`src/rtl/uart_regblock_pkg.sv`:
```
package uart_regblock_pkg;
  localparam int WORD_W = 3;

  typedef enum logic [WORD_W-1:0] {
    OFS_CTL  = 3'd0,
    OFS_BAUD = 3'd1,
    OFS_LINE = 3'd2,
    OFS_EXT  = 3'd3,
    OFS_IRQ  = 3'd4,
    OFS_DATA = 3'd5
  } reg_ofs_e;

  // storable bits of the control word and the line register
  localparam logic [31:0] CTL_KEEP  = 32'h00FF_7F1F;
  localparam logic [31:0] LINE_KEEP = 32'h0000_FF03;

  localparam int CMD_TXDONE = 5;
  localparam int CMD_RXRST  = 6;
  localparam int CMD_TXRST  = 7;
endpackage

```
`src/rtl/uart_cfg_regs.sv`:
```
module uart_cfg_regs
  import uart_regblock_pkg::*;
(
  input  logic        clk,
  input  logic        rst,
  input  logic        wr_ctl,
  input  logic        wr_baud,
  input  logic        wr_line,
  input  logic        wr_ext,
  input  logic [31:0] wdata,
  output logic [31:0] ctl_q,
  output logic [31:0] baud_q,
  output logic [31:0] line_q,
  output logic [31:0] ext_q,
  output logic        txdone_pls,
  output logic        rxrst_pls,
  output logic        txrst_pls
);
  always_ff @(posedge clk) begin
    if (rst) begin
      ctl_q      <= '0;
      baud_q     <= '0;
      line_q     <= '0;
      ext_q      <= '0;
      txdone_pls <= 1'b0;
      rxrst_pls  <= 1'b0;
      txrst_pls  <= 1'b0;
    end else begin
      if (wr_ctl)  ctl_q  <= wdata & CTL_KEEP;
      if (wr_baud) baud_q <= wdata;
      if (wr_line) line_q <= wdata & LINE_KEEP;
      if (wr_ext)  ext_q  <= wdata;
      txdone_pls <= wr_ctl && wdata[CMD_TXDONE];
      rxrst_pls  <= wr_ctl && wdata[CMD_RXRST];
      txrst_pls  <= wr_ctl && wdata[CMD_TXRST];
    end
  end
endmodule

```
`src/rtl/uart_irq_ctrl.sv`:
```
module uart_irq_ctrl #(
  parameter int          NSRC       = 16,
  parameter logic [15:0] LEVEL_SRC  = 16'h0E28,
  parameter logic [15:0] STICKY_SRC = 16'h0080,
  parameter int          TXDONE_SRC = 15
) (
  input  logic              clk,
  input  logic              rst,
  input  logic              wr_irq,
  input  logic [2*NSRC-1:0] wdata,
  input  logic [NSRC-1:0]   src_in,
  input  logic              rxrst_pls,
  input  logic              txdone_pls,
  output logic [NSRC-1:0]   stat,
  output logic [NSRC-1:0]   mask,
  output logic              irq
);
  always_ff @(posedge clk) begin
    if (rst) begin
      mask <= '0;
      irq  <= 1'b0;
    end else begin
      if (wr_irq) mask <= wdata[2*NSRC-1:NSRC];
      irq <= |(stat & mask);
    end
  end

  for (genvar g = 0; g < NSRC; g++) begin : g_src
    if (LEVEL_SRC[g]) begin : g_level
      assign stat[g] = src_in[g];
    end else begin : g_event
      logic hold_q;
      logic clr;
      if (STICKY_SRC[g]) begin : g_sticky
        assign clr = rxrst_pls;
      end else if (g == TXDONE_SRC) begin : g_txdone
        assign clr = (wr_irq && wdata[g]) || txdone_pls;
      end else begin : g_w1c
        assign clr = wr_irq && wdata[g];
      end
      always_ff @(posedge clk) begin
        if (rst)            hold_q <= 1'b0;
        else if (src_in[g]) hold_q <= 1'b1;
        else if (clr)       hold_q <= 1'b0;
      end
      assign stat[g] = hold_q;
    end
  end
endmodule

```
`src/rtl/uart_regblock.sv`:
```
module uart_regblock
  import uart_regblock_pkg::*;
#(
  parameter int          FILL_W     = 5,
  parameter int          CHAR_W     = 8,
  parameter logic [15:0] LEVEL_SRC  = 16'h0E28,
  parameter logic [15:0] STICKY_SRC = 16'h0080
) (
  input  logic              clk,
  input  logic              rst,
  input  logic              wr_en,
  input  logic              rd_en,
  input  logic [WORD_W-1:0] addr,
  input  logic [31:0]       wdata,
  output logic [31:0]       rdata,
  output logic [31:0]       baud_word,
  output logic [4:0]        rx_tmo_cnt,
  output logic              txdone_clr,
  output logic              rx_fifo_rst,
  output logic              tx_fifo_rst,
  output logic [3:0]        stop_sel,
  output logic [1:0]        sym_sel,
  output logic              tx_break,
  output logic              rx_par_even,
  output logic              rx_par_en,
  output logic              tx_par_even,
  output logic              tx_par_en,
  output logic              loopback,
  output logic              rx_en,
  output logic              tx_en,
  output logic              brg_en,
  output logic [31:0]       ext_cfg,
  output logic              dtr,
  output logic              rts,
  output logic [3:0]        rx_thr,
  output logic [3:0]        tx_thr,
  input  logic [FILL_W-1:0] rx_fill,
  input  logic [FILL_W-1:0] tx_fill,
  input  logic [15:0]       src_in,
  output logic              fifo_wr,
  output logic [CHAR_W-1:0] fifo_wdata,
  output logic              fifo_rd,
  input  logic [CHAR_W+2:0] rx_char,
  output logic              irq
);
  localparam int NSRC = 16;

  logic [31:0]     ctl_q, line_q;
  logic [NSRC-1:0] irq_stat, irq_mask;
  logic [31:0]     rd_mux;

  wire hit_ctl  = wr_en && (addr == OFS_CTL);
  wire hit_irq  = wr_en && (addr == OFS_IRQ);
  wire hit_data = wr_en && (addr == OFS_DATA);

  uart_cfg_regs cfg_i (
    .clk(clk), .rst(rst),
    .wr_ctl(hit_ctl),
    .wr_baud(wr_en && (addr == OFS_BAUD)),
    .wr_line(wr_en && (addr == OFS_LINE)),
    .wr_ext(wr_en && (addr == OFS_EXT)),
    .wdata(wdata),
    .ctl_q(ctl_q), .baud_q(baud_word), .line_q(line_q), .ext_q(ext_cfg),
    .txdone_pls(txdone_clr), .rxrst_pls(rx_fifo_rst), .txrst_pls(tx_fifo_rst)
  );

  uart_irq_ctrl #(
    .NSRC(NSRC), .LEVEL_SRC(LEVEL_SRC), .STICKY_SRC(STICKY_SRC), .TXDONE_SRC(15)
  ) irq_i (
    .clk(clk), .rst(rst),
    .wr_irq(hit_irq), .wdata(wdata), .src_in(src_in),
    .rxrst_pls(rx_fifo_rst), .txdone_pls(txdone_clr),
    .stat(irq_stat), .mask(irq_mask), .irq(irq)
  );

  // control field decode
  assign rx_tmo_cnt  = ctl_q[4:0];
  assign stop_sel    = ctl_q[11:8];
  assign sym_sel     = ctl_q[13:12];
  assign tx_break    = ctl_q[14];
  assign rx_par_even = ctl_q[16];
  assign rx_par_en   = ctl_q[17];
  assign tx_par_even = ctl_q[18];
  assign tx_par_en   = ctl_q[19];
  assign loopback    = ctl_q[20];
  assign rx_en       = ctl_q[21];
  assign tx_en       = ctl_q[22];
  assign brg_en      = ctl_q[23];
  assign dtr         = line_q[0];
  assign rts         = line_q[1];
  assign rx_thr      = line_q[11:8];
  assign tx_thr      = line_q[15:12];

  always_comb begin
    rd_mux = '0;
    case (addr)
      OFS_CTL:  rd_mux = ctl_q;
      OFS_BAUD: rd_mux = baud_word;
      OFS_LINE: begin
        rd_mux = line_q;
        rd_mux[16 +: FILL_W] = rx_fill;
        rd_mux[24 +: FILL_W] = tx_fill;
      end
      OFS_EXT:  rd_mux = ext_cfg;
      OFS_IRQ:  rd_mux = {irq_mask, irq_stat};
      OFS_DATA: rd_mux[CHAR_W+2:0] = rx_char;
      default:  rd_mux = '0;
    endcase
  end

  always_ff @(posedge clk) begin
    if (rst) begin
      rdata      <= '0;
      fifo_wr    <= 1'b0;
      fifo_rd    <= 1'b0;
      fifo_wdata <= '0;
    end else begin
      if (rd_en) rdata <= rd_mux;
      fifo_wr <= hit_data;
      fifo_rd <= rd_en && (addr == OFS_DATA);
      if (hit_data) fifo_wdata <= wdata[CHAR_W-1:0];
    end
  end
endmodule

```
`config.mk`:
```
export PLATFORM = sky130hd
export DESIGN_NAME = uart_regblock
export DESIGN_NICKNAME = d
export VERILOG_FILES = /design/src/rtl/uart_regblock_pkg.sv /design/src/rtl/uart_cfg_regs.sv /design/src/rtl/uart_irq_ctrl.sv /design/src/rtl/uart_regblock.sv
export SDC_FILE = /design/constraint.sdc
export NUM_CORES = 1
export LEC_CHECK = 0
export ABC_AREA = 0
export ABC_CLOCK_PERIOD_IN_PS = 2100
export BUFFER_PORTS_ARGS = -buffer_cell sky130_fd_sc_hd__buf_2
export CAP_MARGIN = 10
export CORE_MARGIN = 5
export CORE_UTILIZATION = 42
export CTS_CLUSTER_DIAMETER = 80
export DETAILED_ROUTE_END_ITERATION = 10
export PLACE_DENSITY = 0.75
export SYNTH_ARGS = -nofsm -noshare
export SYNTH_HDL_FRONTEND = slang
export SYNTH_HIERARCHICAL = 1
export SYNTH_SLANG_ARGS = --single-unit
```
`constraint.sdc`:
```
create_clock -name clk -period 2.1 [get_ports clk]
set_input_delay 0.42 -clock clk [delete_from_list [all_inputs] [get_ports clk]]
set_output_delay 0.42 -clock clk [all_outputs]
set_load 0.05 [all_outputs]
```
==> impl_metrics.csv, run 1 <==
group,metric,value,unit
sta,rsz0062_at_grt,"false",
sta,clock.fmax,651,MHz
clock_network,cts_setup_buffers,0,
worst_setup_path,crit_start,"cfg_i/ext_q[7]",
pwr,switching_share,0.272,
clock_network,cts.sinks,167,
pwr,total_power,0.00757,W
floorplan,die_w,146,um
floorplan,initial_core_util,0.430,
global_route,grt_first_pass_wirelength,36.7,mm
worst_setup_path,path_cells,"buf_2",
detailed_routing,dr_wl_met3,1.60,mm
worst_setup_path,cp-endpoint,"ext_cfg[7]",
worst_setup_path,cp.depth,1,
clock_network,cts.clk_slew.worst_paths,0.07,ns
worst_setup_path,path_delay_family,"flip-flops",
worst_setup_path,worstPathRequired,1.68,ns
sta,fin_crit,1.54,ns
cells_and_area,final_common_cell,"buf_2",
worst_setup_path,end_kind,"output pin",
sta,whs,0.205,ns
pwr,irDropWorstVdd,0.580,mV
detailed_routing,wirelength_met1,10.5,mm
cells_and_area,area_growth,21.8,%
sta,slew_violations,0,
pwr,p_comb_frac,0.141,
placed_design,gp_congestion,0.862,
clock_network,max-clock-path-buffers,2,
clock_network,htreeDepth,4,
global_route,grt_start_max_net_pins,65,
cells_and_area,final_cell_mix,"213 x buf_2, 167 x dfxtp_1, 134 x nor2_1",
pwr,p_sw,0.00206,W
detailed_routing,drt_iter0_markers,470,
global_route,grt_overflow_total,0,
worst_setup_path,crit_type,"reg2out",
clock_network,cts_buffers,17,
cells_and_area,nets,1094,
outcome,status,"finished clean",
floorplan,die_y,146,um
worst_setup_path,r2r_slack,0.91,ns
global_route,grt_use_total,0.216,
detailed_routing,first_pass_iters,5,
sta,timing.setup.tns,0,ns
sta,skew,0.00833,ns
worst_setup_path,critPathBufInv,1,
clock_network,cts_hold_buffers,0,
pwr,clkPwrFrac,0.416,
logic_synthesis,syn_inst,835,
detailed_routing,wl_met2,10.8,mm
floorplan,core_area,0.0181,mm2
detailed_routing,via_per_inst,5.25,
worst_setup_path,startpoint_type,"flop",
floorplan,design.portCount,216,
floorplan,die-area,0.0213,mm2
cells_and_area,drive_above_1_share,0.322,
run,maxCapViolations,0,
clock_network,cts-resized-gates,0,
logic_synthesis,syn_area,0.00778,mm2
worst_setup_path,crit_fanout,3,
worst_setup_path,slowest_stage,"dfxtp_1",
sta,setup_viol,0,
placed_design,place_hpwl,17.0,mm
floorplan,rows,49,
detailed_routing,finalWirelength,23.4,mm
global_route,grt_antenna_before_repair,1,
hold_path,hold_path_class,"in2reg",
sta,period_share,0.731,
pwr,p_int,0.00551,W
worst_setup_path,reg2reg_to,"rdata[7]",
worst_setup_path,cpPeakStageDelay,0.40,ns
pwr,power.density,798,mW/mm2
worst_setup_path,r2r-start,"irq_i/g_src[7].g_event.hold_q",
worst_setup_path,reg2reg_depth,4,
clock_network,cts_tree,"built",
detailed_routing,vias,6604,
detailed_routing,drc,0,
detailed_routing,ant_nets,0,
logic_synthesis,avgSynthCellArea,9.32,um2
logic_synthesis,ys_warn_count,6,
sta,hold_viol_final,0,
pwr,pwr-share-seq,0.443,
pwr,leakagePower,4.04,nW
placed_design,portBuffers,215,
clock_network,root_buffer,"clkbuf_16",
worst_setup_path,critical_path_arrival,1.12,ns
global_route,grt_pass1_vias,6443,
detailed_routing,top_layer_used,"met4",
clock_network,insertion_delay,0.42,ns
detailed_routing,routedWlPerCell,18.6,um
## stage by stage
step,instance area (um2),setup WS [ns],std cells,utilization
final,9480,0.564,1259,0.524
after global routing,9480,0.470,1259,0.524
after CTS,9470,0.550,1258,0.524
after detailed placement,8890,0.172,1228,0.492
after global placement,8890,0.287,1228,0.492
after floorplan,7870,0.354,858,-
## power by group through the flow
stage               combinational [W]  sequential, W  clock [W]
finish                        0.00107        0.00335    0.00315
global route                  0.00114        0.00336    0.00336
CTS                           0.00107        0.00335    0.00319
detailed placement            0.00107        0.00342          0
global placement              0.00106        0.00342          0
floorplan                    0.000503        0.00369          0
## layer usage
| layer | vias up | global-route usage |
|---|---|---|
| met5 | - | 0 |
| met4 | 0 | 0.0743 |
| met3 | 38 | 0.0555 |
| met2 | 260 | 0.347 |
| met1 | 3103 | 0.283 |
| li1 | 3203 | - |
## area by class of cell
cell class	count	area, um2
Antenna cell	1	2.50
Clock buffer	21	450
Clock inverter	9	128
Fill cell	1685	8610
Inverter	2	7.51
Multi-Input combinational cell	585	3850
Sequential cell	167	3340
Tap cell	229	287
Timing Repair Buffer	245	1410
## how the worst min path moves through the flow
stage / cells past startpoint / to / start
2_1_floorplan: 2 / irq_i/g_src[4].g_event.hold_q / irq_i/g_src[4].g_event.hold_q
3_3_place_gp: 2 / fifo_wdata[7] / fifo_wdata[7]
3_5_place_dp: 2 / fifo_wdata[6] / fifo_wdata[6]
4_1_cts: 3 / irq_i/g_src[12].g_event.hold_q / src_in[12]
5_1_grt: 3 / irq_i/g_src[1].g_event.hold_q / src_in[1]
6_report: 3 / irq_i/g_src[12].g_event.hold_q / src_in[12]
## sequential cells by signal, summed over array words and instances (netlist names)
| register | count |
|---|---|
| cfg_i/ctl_q | 20 |
| cfg_i/ext_q | 32 |
| irq_i/g_src.g_event.hold_q | 11 |
| fifo_rd | 1 |
| irq_i/irq | 1 |
| cfg_i/rxrst_pls | 1 |
| cfg_i/txrst_pls | 1 |
| rdata | 32 |
| irq_i/mask | 16 |
| fifo_wr | 1 |
| cfg_i/txdone_pls | 1 |
| cfg_i/baud_q | 32 |
| cfg_i/line_q | 10 |
| fifo_wdata | 8 |
Note: power is estimated with default switching activity, not from simulation.
==> inputs of run 2 (changes only) <==
--- a/config.mk
+++ b/config.mk
@@ -6,14 +6,14 @@
 export NUM_CORES = 1
 export LEC_CHECK = 0
 export ABC_AREA = 0
-export ABC_CLOCK_PERIOD_IN_PS = 2100
+export ABC_CLOCK_PERIOD_IN_PS = 1380
 export BUFFER_PORTS_ARGS = -buffer_cell sky130_fd_sc_hd__buf_2
 export CAP_MARGIN = 10
 export CORE_MARGIN = 5
 export CORE_UTILIZATION = 42
 export CTS_CLUSTER_DIAMETER = 80
 export DETAILED_ROUTE_END_ITERATION = 10
-export PLACE_DENSITY = 0.75
+export PLACE_DENSITY = 0.78
 export SYNTH_ARGS = -nofsm -noshare
 export SYNTH_HDL_FRONTEND = slang
 export SYNTH_HIERARCHICAL = 1
==> constraint.sdc (replaced) <==
create_clock -name clk -period 1.38 [get_ports clk]
set_input_delay 0.276 -clock clk [delete_from_list [all_inputs] [get_ports clk]]
set_output_delay 0.276 -clock clk [all_outputs]
set_load 0.05 [all_outputs]
==> run 2 against run 1 <==
Final area is 4.7% higher; sequential share of layout area is 1.6 points lower; non-clock buffer count is 22 higher; cell count up 2.0%; core utilization is 2.5 points higher; critical endpoint is now baud_word[19]; total power grew 54%; first-iteration DRC count shrank 8.5%; global-route usage up 0.092 points.
==> impl_metrics.csv, run 2 (synthesis gave the netlist of run 1 again) <==
group,metric,value,unit
clock_network,cts.sinks,167,
worst_setup_path,critPathBufInv,1,
cells_and_area,drive_above_1_share,0.343,
worst_setup_path,end_kind,"output pin",
clock_network,cts_hold_buffers,0,
worst_setup_path,crit_fanout,3,
worst_setup_path,cpPeakStageDelay,0.37,ns
worst_setup_path,path_delay_family,"flip-flops",
clock_network,htreeDepth,4,
worst_setup_path,worstPathRequired,1.10,ns
floorplan,design.portCount,216,
detailed_routing,first_pass_iters,5,
cells_and_area,final_common_cell,"dfxtp_1",
pwr,power.density,1180,mW/mm2
worst_setup_path,startpoint_type,"flop",
placed_design,dp_worst_setup_slack,-0.153,ns
detailed_routing,routedWlPerCell,18.6,um
global_route,grt_antenna_before_repair,1,
global_route,grt_overflow_total,0,
pwr,irDropWorstVdd,0.934,mV
sta,skew,0.0111,ns
cells_and_area,top_regs,"cfg_i/baud_q (32), cfg_i/ext_q (32), rdata (32)",
hold_path,hold_path_class,"in2reg",
placed_design,place_hpwl,17.3,mm
clock_network,cts_buffers,17,
global_route,grt_start_max_net_pins,64,
run,maxCapViolations,0,
clock_network,cts_setup_buffers,0,
sta,layout_setup_ws,0.0280,ns
global_route,grt_first_pass_wirelength,37.2,mm
worst_setup_path,critical_path_arrival,1.08,ns
sta,slew_violations,0,
worst_setup_path,reg2reg_depth,4,
clock_network,insertion_delay,0.43,ns
sta,timing.setup.tns,0,ns
sta,setup_viol,0,
worst_setup_path,crit_type,"reg2out",
outcome,status,"finished clean",
global_route,grt_pass1_vias,6809,
detailed_routing,finalWirelength,23.8,mm
hold_path,whs_path_depth,3,
floorplan,die_w,146,um
sta,clock.fmax,740,MHz
placed_design,gp_congestion,0.864,
cells_and_area,area_growth,27.5,%
clock_network,max-clock-path-buffers,2,
floorplan,rows,49,
placed_design,portBuffers,215,
detailed_routing,drc,0,
worst_setup_path,path_cells,"buf_2",
detailed_routing,ant_nets,0,
sta,hold_viol_final,0,
pwr,leakagePower,4.17,nW
global_route,grt_use_total,0.217,
detailed_routing,via_per_inst,5.29,
clock_network,root_buffer,"clkbuf_16",
detailed_routing,vias,6791,
sta,period_share,0.980,
worst_setup_path,slowest_stage,"dfxtp_1",
cells_and_area,final_util,0.549,
pwr,total_power,0.0117,W
clock_network,cts.clk_slew.worst_paths,0.07,ns
detailed_routing,drt_iter0_markers,430,
worst_setup_path,cp.depth,1,
cells_and_area,nets,1116,
floorplan,die_y,146,um
floorplan,core_area,0.0181,mm2
cells_and_area,final_cell_mix,"167 x dfxtp_1, 157 x buf_2, 134 x nor2_1",
sta,fin_crit,1.35,ns
floorplan,initial_core_util,0.430,
floorplan,die-area,0.0213,mm2
clock_network,cts_tree,"built",
clock_network,cts-resized-gates,15,
[run 2: worst reg2reg max path, delay by kind of cell, from the launching register on]
| family | cells | cell delay [ns] |
|---|---|---|
| AO/OA/AOI/OAI | 3 | 0.47 |
| flip-flops | 1 | 0.34 |
| AND/OR/NAND/NOR | 1 | 0.17 |
[run 2: final timing paths]
check                                      start                              to  slack (ns)
worst min register to register     fifo_wdata[3]                   fifo_wdata[3]        0.46
worst max register to register     irq_i/mask[6]                       irq_i/irq        0.26
worst max-delay path            cfg_i/baud_q[19]                   baud_word[19]        0.03
worst min-delay path                  src_in[12]  irq_i/g_src[12].g_event.hold_q        0.05
[run 2: area by class of cell]
| cell class | count | area (um2) |
|---|---|---|
| multi-input cells | 585 | 3870 |
| clock buffers | 17 | 425 |
| well taps | 229 | 287 |
| inverters | 2 | 7.51 |
| clock inverters | 15 | 166 |
| diodes | 2 | 5.00 |
| flip-flops and latches | 167 | 3340 |
| repair buffers | 267 | 1820 |
| fillers | 1545 | 8160 |
[run 2: stage by stage]
step           cells  cell area [um2]  hold WS (ns)
4_1_cts         1282             9810        0.0314
6_report        1284             9920        0.0519
2_1_floorplan    858             7930         0.348
3_3_place_gp    1250             9180         0.444
3_5_place_dp    1250             9180         0.450
5_1_grt         1283             9920        0.0521
[run 2: layer usage]
layer  vias to the layer above  part of all wire  GRT usage
li1                       3247                 -          -
met1                      3245              0.44      0.285
met2                       270              0.47      0.352
met3                        29             0.074     0.0586
met4                         0             0.018     0.0611
met5                         -                 0          0
[run 2: where the power goes]
group          internal (W)  total (W)  switching (W)
clock               0.00271    0.00483        0.00212
sequential          0.00498    0.00510       0.000126
combinational      0.000617    0.00173        0.00112
